`config.mk`:
```
export PLATFORM = sky130hd
export DESIGN_NAME = sata_port_tracker
export DESIGN_NICKNAME = d
export VERILOG_FILES = /design/src/rtl/sata_port_pkg.sv /design/src/rtl/sata_port_fsm.sv /design/src/rtl/sata_port_busy.sv /design/src/rtl/sata_port_ci_reg.sv /design/src/rtl/sata_port_sig_tfd.sv /design/src/rtl/sata_port_tracker.sv
export SDC_FILE = /design/constraint.sdc
export NUM_CORES = 1
export LEC_CHECK = 0
export ABC_AREA = 1
export BUFFER_PORTS_ARGS = -buffer_cell sky130_fd_sc_hd__buf_2
export CORE_MARGIN = 2
export CORE_UTILIZATION = 40
export CTS_CLUSTER_SIZE = 25
export DETAILED_ROUTE_END_ITERATION = 7
export MAX_ROUTING_LAYER = met4
export PLACE_DENSITY = 0.7
export RECOVER_POWER = 100
export SYNTH_ARGS = -nofsm -noshare
export SYNTH_HDL_FRONTEND = slang
export SYNTH_HIERARCHICAL = 1
export SYNTH_SLANG_ARGS = --single-unit
export TNS_END_PERCENT = 50
```
`constraint.sdc`:
```
create_clock -name clk -period 1.8 [get_ports clk]
set_input_delay 0 -clock clk [delete_from_list [all_inputs] [get_ports clk]]
set_output_delay 0 -clock clk [all_outputs]
set_load 0.02 [all_outputs]
```
`src/rtl/sata_port_pkg.sv`:
```
package sata_port_pkg;
    typedef enum logic [0:0] {
        ST_RUN   = 1'b0,
        ST_RESET = 1'b1
    } port_st_e;

    localparam logic [15:0] TFD_RST = 16'h007F;
    localparam logic [31:0] SIG_RST = 32'hFFFF_FFFF;
endpackage

```
`src/rtl/sata_port_fsm.sv`:
```
module sata_port_fsm
    import sata_port_pkg::*;
(
    input  logic clk,
    input  logic rst_n,
    input  logic h2d_valid,
    input  logic h2d_ok,
    input  logic srst,
    input  logic clr_busy,
    input  logic comreset,
    output port_st_e state,
    output logic port_rst,
    output logic self_clr,
    output logic cmd_start
);
    port_st_e state_nx;
    logic     accept;

    assign accept = h2d_valid && h2d_ok;

    // next state
    always_comb begin
        state_nx = state;
        if (comreset) begin
            state_nx = ST_RUN;
        end else begin
            unique case (state)
                ST_RUN:   if (accept && srst)  state_nx = ST_RESET;
                ST_RESET: if (accept && !srst) state_nx = ST_RUN;
                default:  state_nx = ST_RUN;
            endcase
        end
    end

    // state register
    always_ff @(posedge clk) begin
        if (!rst_n) state <= ST_RUN;
        else        state <= state_nx;
    end

    // outputs
    always_comb begin
        port_rst  = 1'b0;
        self_clr  = 1'b0;
        cmd_start = 1'b0;
        if (comreset) begin
            port_rst = 1'b1;
        end else begin
            unique case (state)
                ST_RUN: begin
                    if (accept && srst)  self_clr  = clr_busy;
                    if (accept && !srst) cmd_start = 1'b1;
                end
                ST_RESET: begin
                    if (accept && !srst) port_rst = 1'b1;
                end
                default: ;
            endcase
        end
    end
endmodule

```
`src/rtl/sata_port_busy.sv`:
```
module sata_port_busy #(
    parameter int NSLOT  = 32,
    parameter int SLOT_W = $clog2(NSLOT)
) (
    input  logic              clk,
    input  logic              rst_n,
    input  logic              port_rst,
    input  logic              cmd_start,
    input  logic [SLOT_W-1:0] start_slot,
    input  logic              cmd_done,
    output logic              busy_none,
    output logic [SLOT_W-1:0] busy_slot,
    output logic [NSLOT-1:0]  done_mask
);
    logic done_fire;

    assign done_fire = cmd_done && !busy_none;

    for (genvar i = 0; i < NSLOT; i++) begin : g_done
        assign done_mask[i] = done_fire && (busy_slot == SLOT_W'(i));
    end

    always_ff @(posedge clk) begin
        if (!rst_n || port_rst) begin
            busy_none <= 1'b1;
            busy_slot <= '1;
        end else if (done_fire) begin
            busy_none <= 1'b1;
            busy_slot <= '1;
        end else if (cmd_start && busy_none) begin
            busy_none <= 1'b0;
            busy_slot <= start_slot;
        end
    end
endmodule

```
`src/rtl/sata_port_ci_reg.sv`:
```
module sata_port_ci_reg #(
    parameter int NSLOT = 32
) (
    input  logic             clk,
    input  logic             rst_n,
    input  logic             clr_all,
    input  logic [NSLOT-1:0] set_mask,
    input  logic [NSLOT-1:0] clr_mask,
    output logic [NSLOT-1:0] ci
);
    for (genvar i = 0; i < NSLOT; i++) begin : g_bit
        always_ff @(posedge clk) begin
            if (!rst_n || clr_all)  ci[i] <= 1'b0;
            else if (clr_mask[i])   ci[i] <= 1'b0;
            else if (set_mask[i])   ci[i] <= 1'b1;
        end
    end
endmodule

```
`src/rtl/sata_port_sig_tfd.sv`:
```
module sata_port_sig_tfd
    import sata_port_pkg::*;
(
    input  logic        clk,
    input  logic        rst_n,
    input  logic        port_rst,
    input  logic        d2h_valid,
    input  logic [7:0]  d2h_status,
    input  logic [7:0]  d2h_err,
    input  logic [7:0]  d2h_lba_hi,
    input  logic [7:0]  d2h_lba_mid,
    input  logic [7:0]  d2h_sect_num,
    input  logic [7:0]  d2h_sect_cnt,
    output logic [15:0] tfd,
    output logic [31:0] sig,
    output logic        init_d2h_sent
);
    always_ff @(posedge clk) begin
        if (!rst_n || port_rst) begin
            tfd           <= TFD_RST;
            sig           <= SIG_RST;
            init_d2h_sent <= 1'b0;
        end else if (d2h_valid) begin
            tfd <= {d2h_err, d2h_status};
            if (!init_d2h_sent) begin
                init_d2h_sent <= 1'b1;
                sig <= {d2h_lba_hi, d2h_lba_mid, d2h_sect_num, d2h_sect_cnt};
            end
        end
    end
endmodule

```
`src/rtl/sata_port_tracker.sv`:
```
module sata_port_tracker
    import sata_port_pkg::*;
#(
    parameter int NSLOT    = 32,
    parameter int SLOT_W   = $clog2(NSLOT),
    parameter int SRST_BIT = 2
) (
    input  logic              clk,
    input  logic              rst_n,
    input  logic [NSLOT-1:0]  ci_set,
    input  logic              h2d_valid,
    input  logic              h2d_ok,
    input  logic [SLOT_W-1:0] h2d_slot,
    input  logic [7:0]        h2d_ctl,
    input  logic              h2d_clr_busy,
    input  logic              cmd_done,
    input  logic              comreset,
    input  logic              d2h_valid,
    input  logic [7:0]        d2h_status,
    input  logic [7:0]        d2h_err,
    input  logic [7:0]        d2h_lba_hi,
    input  logic [7:0]        d2h_lba_mid,
    input  logic [7:0]        d2h_sect_num,
    input  logic [7:0]        d2h_sect_cnt,
    output logic [NSLOT-1:0]  ci,
    output logic              in_reset,
    output logic [15:0]       tfd,
    output logic [31:0]       sig,
    output logic              busy_none,
    output logic [SLOT_W-1:0] busy_slot,
    output logic              init_d2h_sent
);
    localparam logic [7:0] SRST_MASK = 8'(1 << SRST_BIT);

    port_st_e         state;
    logic             srst;
    logic             port_rst;
    logic             self_clr;
    logic             cmd_start;
    logic [NSLOT-1:0] self_mask;
    logic [NSLOT-1:0] done_mask;
    logic             unused_ctl;

    assign srst       = |(h2d_ctl & SRST_MASK);
    assign unused_ctl = ^(h2d_ctl & ~SRST_MASK);
    assign in_reset   = (state == ST_RESET);

    for (genvar i = 0; i < NSLOT; i++) begin : g_self
        assign self_mask[i] = self_clr && (h2d_slot == SLOT_W'(i));
    end

    sata_port_fsm u_fsm (
        .clk       (clk),
        .rst_n     (rst_n),
        .h2d_valid (h2d_valid),
        .h2d_ok    (h2d_ok),
        .srst      (srst),
        .clr_busy  (h2d_clr_busy),
        .comreset  (comreset),
        .state     (state),
        .port_rst  (port_rst),
        .self_clr  (self_clr),
        .cmd_start (cmd_start)
    );

    sata_port_busy #(.NSLOT(NSLOT), .SLOT_W(SLOT_W)) u_busy (
        .clk        (clk),
        .rst_n      (rst_n),
        .port_rst   (port_rst),
        .cmd_start  (cmd_start),
        .start_slot (h2d_slot),
        .cmd_done   (cmd_done),
        .busy_none  (busy_none),
        .busy_slot  (busy_slot),
        .done_mask  (done_mask)
    );

    sata_port_ci_reg #(.NSLOT(NSLOT)) u_ci (
        .clk      (clk),
        .rst_n    (rst_n),
        .clr_all  (port_rst),
        .set_mask (ci_set),
        .clr_mask (self_mask | done_mask),
        .ci       (ci)
    );

    sata_port_sig_tfd u_sig (
        .clk           (clk),
        .rst_n         (rst_n),
        .port_rst      (port_rst),
        .d2h_valid     (d2h_valid),
        .d2h_status    (d2h_status),
        .d2h_err       (d2h_err),
        .d2h_lba_hi    (d2h_lba_hi),
        .d2h_lba_mid   (d2h_lba_mid),
        .d2h_sect_num  (d2h_sect_num),
        .d2h_sect_cnt  (d2h_sect_cnt),
        .tfd           (tfd),
        .sig           (sig),
        .init_d2h_sent (init_d2h_sent)
    );
endmodule

```
==> summary.md, run 1 <==
| Metric | Value |
|---|---|
| Pre-CTS worst setup slack | `0.249 ns` |
| Ys async rst share | `0` |
| Layout Area Growth over Synthesis | `45.5%` |
| Vias post-DR | `4727` |
| CP Class | `primary input to register` |
| Drt initial violations | `410` |
| Max Buffers Root-to-Sink | `2` |
| Startpoint Class | `primary input` |
| Max capacitance violation total | `0` |
| Row count | `37` |
| Post-Route WL | `12700 µm` |
| # fillers | `1007` |
| Yosys top cell by area | `dfxtp_1` |
| Root Driver | `clkbuf_8` |
| Slowest Stage Delay on Critical Path | `0.55 ns` |
| Peak supply drop | `0.423 mV` |
| Worst-path fanout max | `3` |
| Crit-path cells | `dlygate4sd3_1, buf_2, inv_1, nand2_1, dlygate4sd3_1, nor2_1, dlygate4sd3_1` |
| Synth Instances | `624` |
| Design area | `6040 µm²` |
| Netlist cell types | `18` |
| Unrepaired setup endpoints after global routing | `false` |
| Ys flop type | `dfxtp_1` |
| Required @ worst endpoint | `2.11 ns` |
| Post-Syn Area | `4150 µm²` |
| Vias in the first global route | `4451` |
| Synth top cells by count | `147 x nand2_1, 139 x nand3_1, 106 x nor2_1` |
| DIE AREA | `11200 µm²` |
| CTS sink cnt | `88` |
| Layout cell share with drive strength beyond 1 | `0.156` |
| Post-synthesis sequential area ratio | `0.424` |
| Post-route DRC violation count | `0` |
| TritonCTS clock tree | `done` |
| Main area contributors after synthesis | `dfxtp_1 42%, nand3_1 17%, nand2_1 13%` |
| Layout Cells excl Fill | `1025` |
| Gr usage total | `0.230` |
| Via-per-instance ratio | `4.61` |
| Max-slew headroom | `0.511` |
| Arr. time, crit path | `1.94 ns` |
| Endpoint type of the worst setup path | `register` |
| Worst slew pin tran | `0.734 ns` |
| Worst skew pair latency | `0.36 ns` |
| Placed cell count | `924` |
| Nets | `985` |
| Setup TNS | `0 ns` |
| EDFF count, synth | `0` |
| Pleak | `2.87 nW` |
| Post-CTS sizing | `0` |
| Initial antenna violation count | `0` |
| CTS clk-pin slew, worst paths | `0.09 ns` |
| Slack of the critical path | `0.167 ns` |
| First drt pass iteration count | `5` |
| Final core utilization | `0.593` |
| Fmax achieved | `0.612 GHz` |
| Synth top area share | `0.424` |
| Period Utilization, post-route | `0.907` |
| Gpl congestion | `0.875` |
| Number of synthesized register bits | `88` |
| HPWL Detailed | `8170 µm` |
| Run status | `finished, final reports clean` |
| GRT overflow | `0` |
| HP Start | `rst_n` |
| Tightest Hold Check Type | `primary input to register` |
| Die Span X | `106 µm` |
| H-tree levels | `3` |
| Largest net degree at the start of global routing | `40` |
| Routed wire per std cell | `12.4 µm` |
| Clk_skew | `0.00993 ns` |
| Worst hold slack | `0.0160 ns` |
| Synth warn | `6` |
| Tot Pwr | `4.29 mW` |
| Syn_nets | `725` |
| CP max-delay cell | `dlygate4sd3_1` |
| Final Max Tran Viols | `0` |
| Tmin final | `1.63 ns` |
| Final Hold Vio Count | `0` |
| Final ANT Viol Nets | `0` |
| Die height | `106 µm` |
| Diodes inserted | `0` |
| Most frequent CP cell | `dlygate4sd3_1` |
| Placed cell area | `5100 µm²` |
| CP startpoint | `comreset` |
| Starting Density | `0.408` |
| Core footprint | `10200 µm²` |
| # setup viols final | `0` |
| First-pass GRT wire length | `20300 µm` |
| Port bufs | `181` |
| Power per cell area | `710 nW/µm²` |
| Synthesized area per cell | `6.65 µm²` |
| I/O pins | `189` |
| Most instantiated library cell after synthesis | `nand2_1` |
| Num CTS Buffers | `9` |
[power breakdown]
group / total [mW] / switching, mW / internal, mW
registers: 2.08 / 0.0449 / 2.03
clock network: 1.46 / 0.784 / 0.671
logic: 0.759 / 0.432 / 0.326
[layout by cell type (no fill, tap or decap), drive strengths merged, types with 2 or more instances in the layout]
cell / instances
nand2: 149
nand3: 139
dfxtp: 88
clkbuf: 98
nor2: 114
dlygate4sd3: 84
a21oi: 10
buf: 104
clkinv: 2
inv: 97
[timing repair]
item | CTS | global route
hold endpoints to repair | 82 | 0
hold buffers | 84 | 0
buffers inserted | 0 | 1
endpoints found under the setup margin | 0 | 1
[state kept, by name, indices dropped and copies added (netlist names), named ones only]
name	flops
u_sig/tfd	16
u_sig/sig	32
u_busy/busy_none	1
u_ci/ci	32
u_busy/busy_slot	5
u_sig/init_d2h_sent	1
[critical path, delay by kind of cell]
family,cells,cell delay (ns)
buffers and inverters,5,1.79
and+or+nand+nor,2,0.13
[path summary, 6_finish.rpt]
| path | to | slack [ns] | depth (start not counted) |
|---|---|---|---|
| setup / recovery | register | 0.17 | 7 |
| setup reg to reg | u_sig/sig[26]$_SDFFE_PP1P_ | 0.21 | 7 |
| hold / removal | u_ci/ci[19]$_SDFFE_PP0P_ | 0.02 | 3 |
| hold reg to reg | u_sig/sig[16]$_SDFFE_PP1P_ | 0.47 | 2 |
[final cells by class]
class	instances	area, µm²	share of cell area
Clock inverter	7	88.8	0.0147
Tap cell	136	170	0.0282
Clock buffer	9	124	0.0205
Inverter	94	353	0.0584
Sequential cell	88	1760	0.292
Timing Repair Buffer	277	1730	0.287
Multi-Input combinational cell	414	1810	0.300
[kinds of logic (layout without fill, tap and decap cells)]
logic type             Yosys count  count (layout)  synth area share
and+or+nand+nor                404             404             0.426
buffers and inverters          122             387             0.138
DFF                             88              88             0.424
AOI/OAI and AO/OA               10              10            0.0121
[per-layer routing]
metal  routed length, µm  part of all wire  track usage  up-vias
li1                    -                 -            -     2437
met1                5520              0.43        0.286     2087
met2                6050              0.48        0.365      171
met3                 781             0.061       0.0451       32
met4                 356             0.028       0.0987        0
met5                   0                 0            -        -
Note: power is estimated with default switching activity, not from simulation.
==> run 2, diff against run 1 <==
--- a/config.mk
+++ b/config.mk
@@ -8,12 +8,13 @@
 export ABC_AREA = 1
 export BUFFER_PORTS_ARGS = -buffer_cell sky130_fd_sc_hd__buf_2
 export CORE_MARGIN = 2
-export CORE_UTILIZATION = 40
+export CORE_UTILIZATION = 35
 export CTS_CLUSTER_SIZE = 25
 export DETAILED_ROUTE_END_ITERATION = 7
 export MAX_ROUTING_LAYER = met4
-export PLACE_DENSITY = 0.7
 export RECOVER_POWER = 100
+export SKIP_LAST_GASP = 1
+export SLEW_MARGIN = 20
 export SYNTH_ARGS = -nofsm -noshare
 export SYNTH_HDL_FRONTEND = slang
 export SYNTH_HIERARCHICAL = 1
==> summary.md, run 2 (same netlist as run 1, synthesis figures left out) <==
| Metric | Value |
|---|---|
| Setup TNS | `0 ns` |
| Commonest non-fill, non-tap cell in the layout | `nand2_1` |
| Unrepaired setup endpoints after global routing | `false` |
| HPWL Detailed | `8250 µm` |
| R2R Path End | `u_ci/ci[10]$_SDFFE_PP0P_` |
| H-tree levels | `3` |
| Layout Area Growth over Synthesis | `48.0%` |
| Final ANT Viol Nets | `0` |
| Die Span X | `113 µm` |
| M1 WL | `5720 µm` |
| Tightest Hold Check Type | `primary input to register` |
| Gr usage total | `0.205` |
| CP startpoint | `comreset` |
| Diodes inserted | `0` |
| TritonCTS clock tree | `done` |
| Endpoint type of the worst setup path | `register` |
| R2r worst-path depth | `11` |
| Largest regs | `u_ci/ci: 32 flops, u_sig/sig: 32 flops, u_sig/tfd: 16 flops` |
| Die height | `113 µm` |
| Nets | `981` |
| Tmin final | `1.66 ns` |
| # setup viols final | `0` |
| Root Driver | `clkbuf_16` |
| Tot Pwr | `4.84 mW` |
| Core footprint | `11500 µm²` |
| Vias in the first global route | `4480` |
| Post-route DRC violation count | `9` |
| CP Class | `primary input to register` |
| Top sig layer | `met4` |
| Initial antenna violation count | `0` |
| Via-per-instance ratio | `4.52` |
| Arr. time, crit path | `1.90 ns` |
| Worst-path fanout max | `16` |
| Largest net degree at the start of global routing | `43` |
| Worst slew pin tran | `0.713 ns` |
| Routed wl met2 | `6040 µm` |
| Final Hold Vio Count | `0` |
| DIE AREA | `12700 µm²` |
| Row count | `39` |
| First drt pass iteration count | `8` |
| R2R Setup Slk | `0.17 ns` |
| Clk_skew | `0.00658 ns` |
| Routed wire per std cell | `12.3 µm` |
| Crit path to | `u_ci/ci[10]$_SDFFE_PP0P_` |
| Max Buffers Root-to-Sink | `2` |
| Starting Density | `0.360` |
| Final Max Tran Viols | `0` |
| Layout cell share with drive strength beyond 1 | `0.152` |
| Peak supply drop | `0.415 mV` |
| Fmax achieved | `0.601 GHz` |
| Period Utilization, post-route | `0.924` |
| I/O pins | `189` |
| Post-Route WL | `12600 µm` |
| Met3 wire len | `663 µm` |
| CTS sink cnt | `88` |
| Max-slew headroom | `0.525` |
| Pleak | `2.89 nW` |
| Most frequent cells in the layout | `147 x nand2_1, 139 x nand3_1, 106 x nor2_1, 94 x buf_2, 89 x clkbuf_1` |
| Power per cell area | `788 nW/µm²` |
| First-pass GRT wire length | `20900 µm` |
| Gpl congestion | `0.904` |
| Run status | `complete, but fails checks` |
| Worst skew pair latency | `0.34 ns` |
| Port bufs | `181` |
| Max capacitance violation total | `0` |
| Required @ worst endpoint | `2.03 ns` |
| GRT overflow | `0` |
| Num CTS Buffers | `9` |
| Startpoint Class | `primary input` |
| Vias post-DR | `4641` |
| Failing checks | `design-rule violations` |
| Drt initial violations | `353` |
| CTS clk-pin slew, worst paths | `0.06 ns` |
[run 2: changes by cell type in the layout (fill, tap and decap cells not counted), sizes merged]
| cell | before | now |
|---|---|---|
| clkinvlp | 1 | 2 |
| bufinv | 1 | 2 |
| inv | 97 | 95 |
| buf | 104 | 100 |
| clkinv | 2 | 1 |
[run 2: worst min path at each step]
stage	from	end	slack, ns	cells past startpoint
after CTS	d2h_valid	u_sig/sig[1]$_SDFFE_PP1P_	0.01	3
after global routing	d2h_valid	u_sig/sig[4]$_SDFFE_PP1P_	0.03	3
after global placement	d2h_status[3]	u_sig/tfd[3]$_SDFFE_PP1P_	0.22	3
final	rst_n	register	0.03	3
after floorplan	rst_n	register	0.12	2
after detailed placement	d2h_status[5]	u_sig/tfd[5]$_SDFFE_PP1P_	0.22	3
[run 2: layout make-up]
class / instances / area (µm²)
clock buffer: 9 / 225
multi-input combinational: 414 / 1820
inverter: 94 / 353
fill: 1156 / 5370
sequential: 88 / 1760
tap: 143 / 179
clock inverter: 6 / 92.6
timing repair buffer: 273 / 1720
[run 2: where the power goes]
part	total (mW)	switching, mW	internal, mW
Combinational	0.749	0.425	0.324
Sequential	2.08	0.0461	2.03
Clock	2.01	0.794	1.22
[run 2: metrics by stage]
step	util	hold slack (ns)	cell area (µm²)	std cells	worst slack, ns
after floorplan	-	0.125	4150	624	0.361
after global placement	0.441	0.220	5080	927	0.214
after detailed placement	0.441	0.224	5080	927	0.168
after CTS	0.542	0.0116	6240	1026	0.161
after global routing	0.534	0.0318	6140	1027	0.00715
final	0.534	0.0256	6140	1027	0.137
[run 2: routing by layer]
metal,GRT usage,vias up
met3,0.0332,17
met5,-,-
met1,0.254,2059
li1,-,2423
met4,0.0764,0
met2,0.337,142
[run 2: repair_timing]
item                                    in CTS  in global routing
hold buffers                                84                  0
setup buffers                                0                  1
hold endpoints to repair                    81                  0
resized for setup                            0                  0
endpoints found under the setup margin       0                  2
[run 2: worst max-delay path, cell delays in order]
cell and delay (ns):
dlygate4sd3_1 0.55, buf_2 0.12, inv_1 0.08, nand2_1 0.08, nor3_1 0.24, clkinv_1 0.18
nor2_4 0.15, buf_12 0.14, nand3_1 0.08, nand2_1 0.10, inv_1 0.05, nand3_1 0.09
nor2_1 0.04
==> run 3, diff against run 2 <==
--- a/config.mk
+++ b/config.mk
@@ -12,6 +12,7 @@
 export CTS_CLUSTER_SIZE = 25
 export DETAILED_ROUTE_END_ITERATION = 7
 export MAX_ROUTING_LAYER = met4
+export PLACE_DENSITY_LB_ADDON = 0.05
 export RECOVER_POWER = 100
 export SKIP_LAST_GASP = 1
 export SLEW_MARGIN = 20
==> summary.md, run 3 (same netlist as run 1, synthesis figures left out) <==
| Metric | Value |
|---|---|
| Run status | `complete, but fails checks` |
| Failing checks | `design-rule violations` |
| Die height | `113 µm` |
| Final Max Tran Viols | `0` |
| Period Utilization, post-route | `0.899` |
| Tmin final | `1.62 ns` |
| Starting Density | `0.360` |
| First-pass GRT wire length | `20300 µm` |
| CTS sink cnt | `88` |
| Fmax achieved | `0.618 GHz` |
| Tot Pwr | `4.71 mW` |
| Slowest Stage Delay on Critical Path | `0.56 ns` |
| Power per cell area | `773 nW/µm²` |
| TritonCTS clock tree | `done` |
| CTS clk-pin slew, worst paths | `0.06 ns` |
| I/O pins | `189` |
| Via-per-instance ratio | `4.54` |
| Setup TNS | `0 ns` |
| Required @ worst endpoint | `1.99 ns` |
| Pleak | `2.87 nW` |
| Final ANT Viol Nets | `0` |
| Max-slew headroom | `0.512` |
| Worst-path fanout max | `39` |
| Largest net degree at the start of global routing | `40` |
| Startpoint Class | `register` |
| # setup viols final | `0` |
| DIE AREA | `12700 µm²` |
| Num CTS Buffers | `9` |
| Largest regs | `u_ci/ci: 32 flops, u_sig/sig: 32 flops, u_sig/tfd: 16 flops` |
| Worst skew pair latency | `0.35 ns` |
| Root Driver | `clkbuf_16` |
| Layout cell share with drive strength beyond 1 | `0.153` |
| Arr. time, crit path | `1.81 ns` |
| Port bufs | `181` |
| Worst slew pin tran | `0.731 ns` |
| Diodes inserted | `0` |
| Routed wire per std cell | `12.2 µm` |
| Layout Area Growth over Synthesis | `46.8%` |
| Slack of the critical path | `0.182 ns` |
| Final Hold Vio Count | `0` |
| Nets | `981` |
| Endpoint type of the worst setup path | `register` |
| Unrepaired setup endpoints after global routing | `false` |
| Crit-path cells | `nand4_1, nand2_1, inv_1, nand2_1, inv_1, buf_2, nand3_1` |
| # fillers | `1229` |
| H-tree levels | `3` |
| Max capacitance violation total | `0` |
| GRT overflow | `0` |
| Tightest Hold Check Type | `primary input to register` |
| Initial antenna violation count | `0` |
| First drt pass iteration count | `6` |
| Peak supply drop | `0.459 mV` |
| Die Span X | `113 µm` |
| Core footprint | `11500 µm²` |
| Commonest non-fill, non-tap cell in the layout | `nand2_1` |
| Gpl congestion | `0.883` |
| Row count | `39` |
| HPWL Detailed | `8460 µm` |
| Pre-CTS worst setup slack | `0.173 ns` |
| Clk_skew | `0.00647 ns` |
| CP Class | `register to register` |
| Post-CTS sizing | `0` |
| Max Buffers Root-to-Sink | `2` |
| Vias post-DR | `4671` |
| Post-Route WL | `12600 µm` |
| CP max-delay cell | `buf_2` |
| Drt initial violations | `265` |
| Vias in the first global route | `4450` |
| Post-route DRC violation count | `12` |
| Gr usage total | `0.200` |
| Most frequent cells in the layout | `147 x nand2_1, 139 x nand3_1, 107 x nor2_1, 94 x buf_2, 91 x clkbuf_1` |
## run 3: repair_timing
action                                  in CTS  in global routing
hold buffers                                82                  0
buffers inserted                             0                  1
endpoints found under the setup margin       0                  1
endpoints found under the hold margin       81                  0
## run 3: report_power, final
| part | leakage (nW) | internal [mW] | total [mW] | switching, mW |
|---|---|---|---|---|
| Combinational | 2.01 | 0.320 | 0.744 | 0.424 |
| Sequential | 0.722 | 2.03 | 2.08 | 0.0439 |
| Clock | 0.139 | 1.12 | 1.89 | 0.773 |
| Total | 2.87 | 3.47 | 4.71 | 1.24 |
## run 3: final timing paths
path	from	endpoint	slack, ns	cells past startpoint
setup / recovery	register	u_sig/sig[14]$_SDFFE_PP1P_	0.18	7
hold / removal	rst_n	register	0.03	3
setup reg to reg	register	u_sig/sig[14]$_SDFFE_PP1P_	0.18	7
hold reg to reg	u_sig/sig[27]$_SDFFE_PP1P_	u_sig/sig[27]$_SDFFE_PP1P_	0.46	2
## run 3: layer usage
metal	GRT usage	up-vias	part of all wire
li1	-	2428	-
met5	-	-	0
met2	0.327	149	0.46
met1	0.244	2075	0.46
met3	0.0386	19	0.057
met4	0.0846	0	0.023
## run 3: stage by stage
step	hold WS, ns	area [µm²]	instances	util
floorplan	0.125	4150	624	-
global route	0.0709	6090	1028	0.529
global placement	0.212	5100	929	0.443
finish	0.0332	6090	1028	0.529
CTS	0.0191	6220	1027	0.540
detailed placement	0.215	5100	929	0.443
## run 3: layout make-up
cell class              instances  area (µm²)  share of cell area
flip-flops and latches         88        1760               0.289
clock inverters                 4        53.8             0.00883
well taps                     143         179              0.0294
repair buffers                273        1700               0.279
inverters                      94         353              0.0579
clock buffers                  12         246              0.0405
multi-input cells             414        1800               0.296
## run 3: critical path: cells and delay by family, from the launching register on
kind,cells,cell delay [ns]
DFF,1,0.32
and+or+nand+nor,4,0.42
buffers and inverters,3,0.68
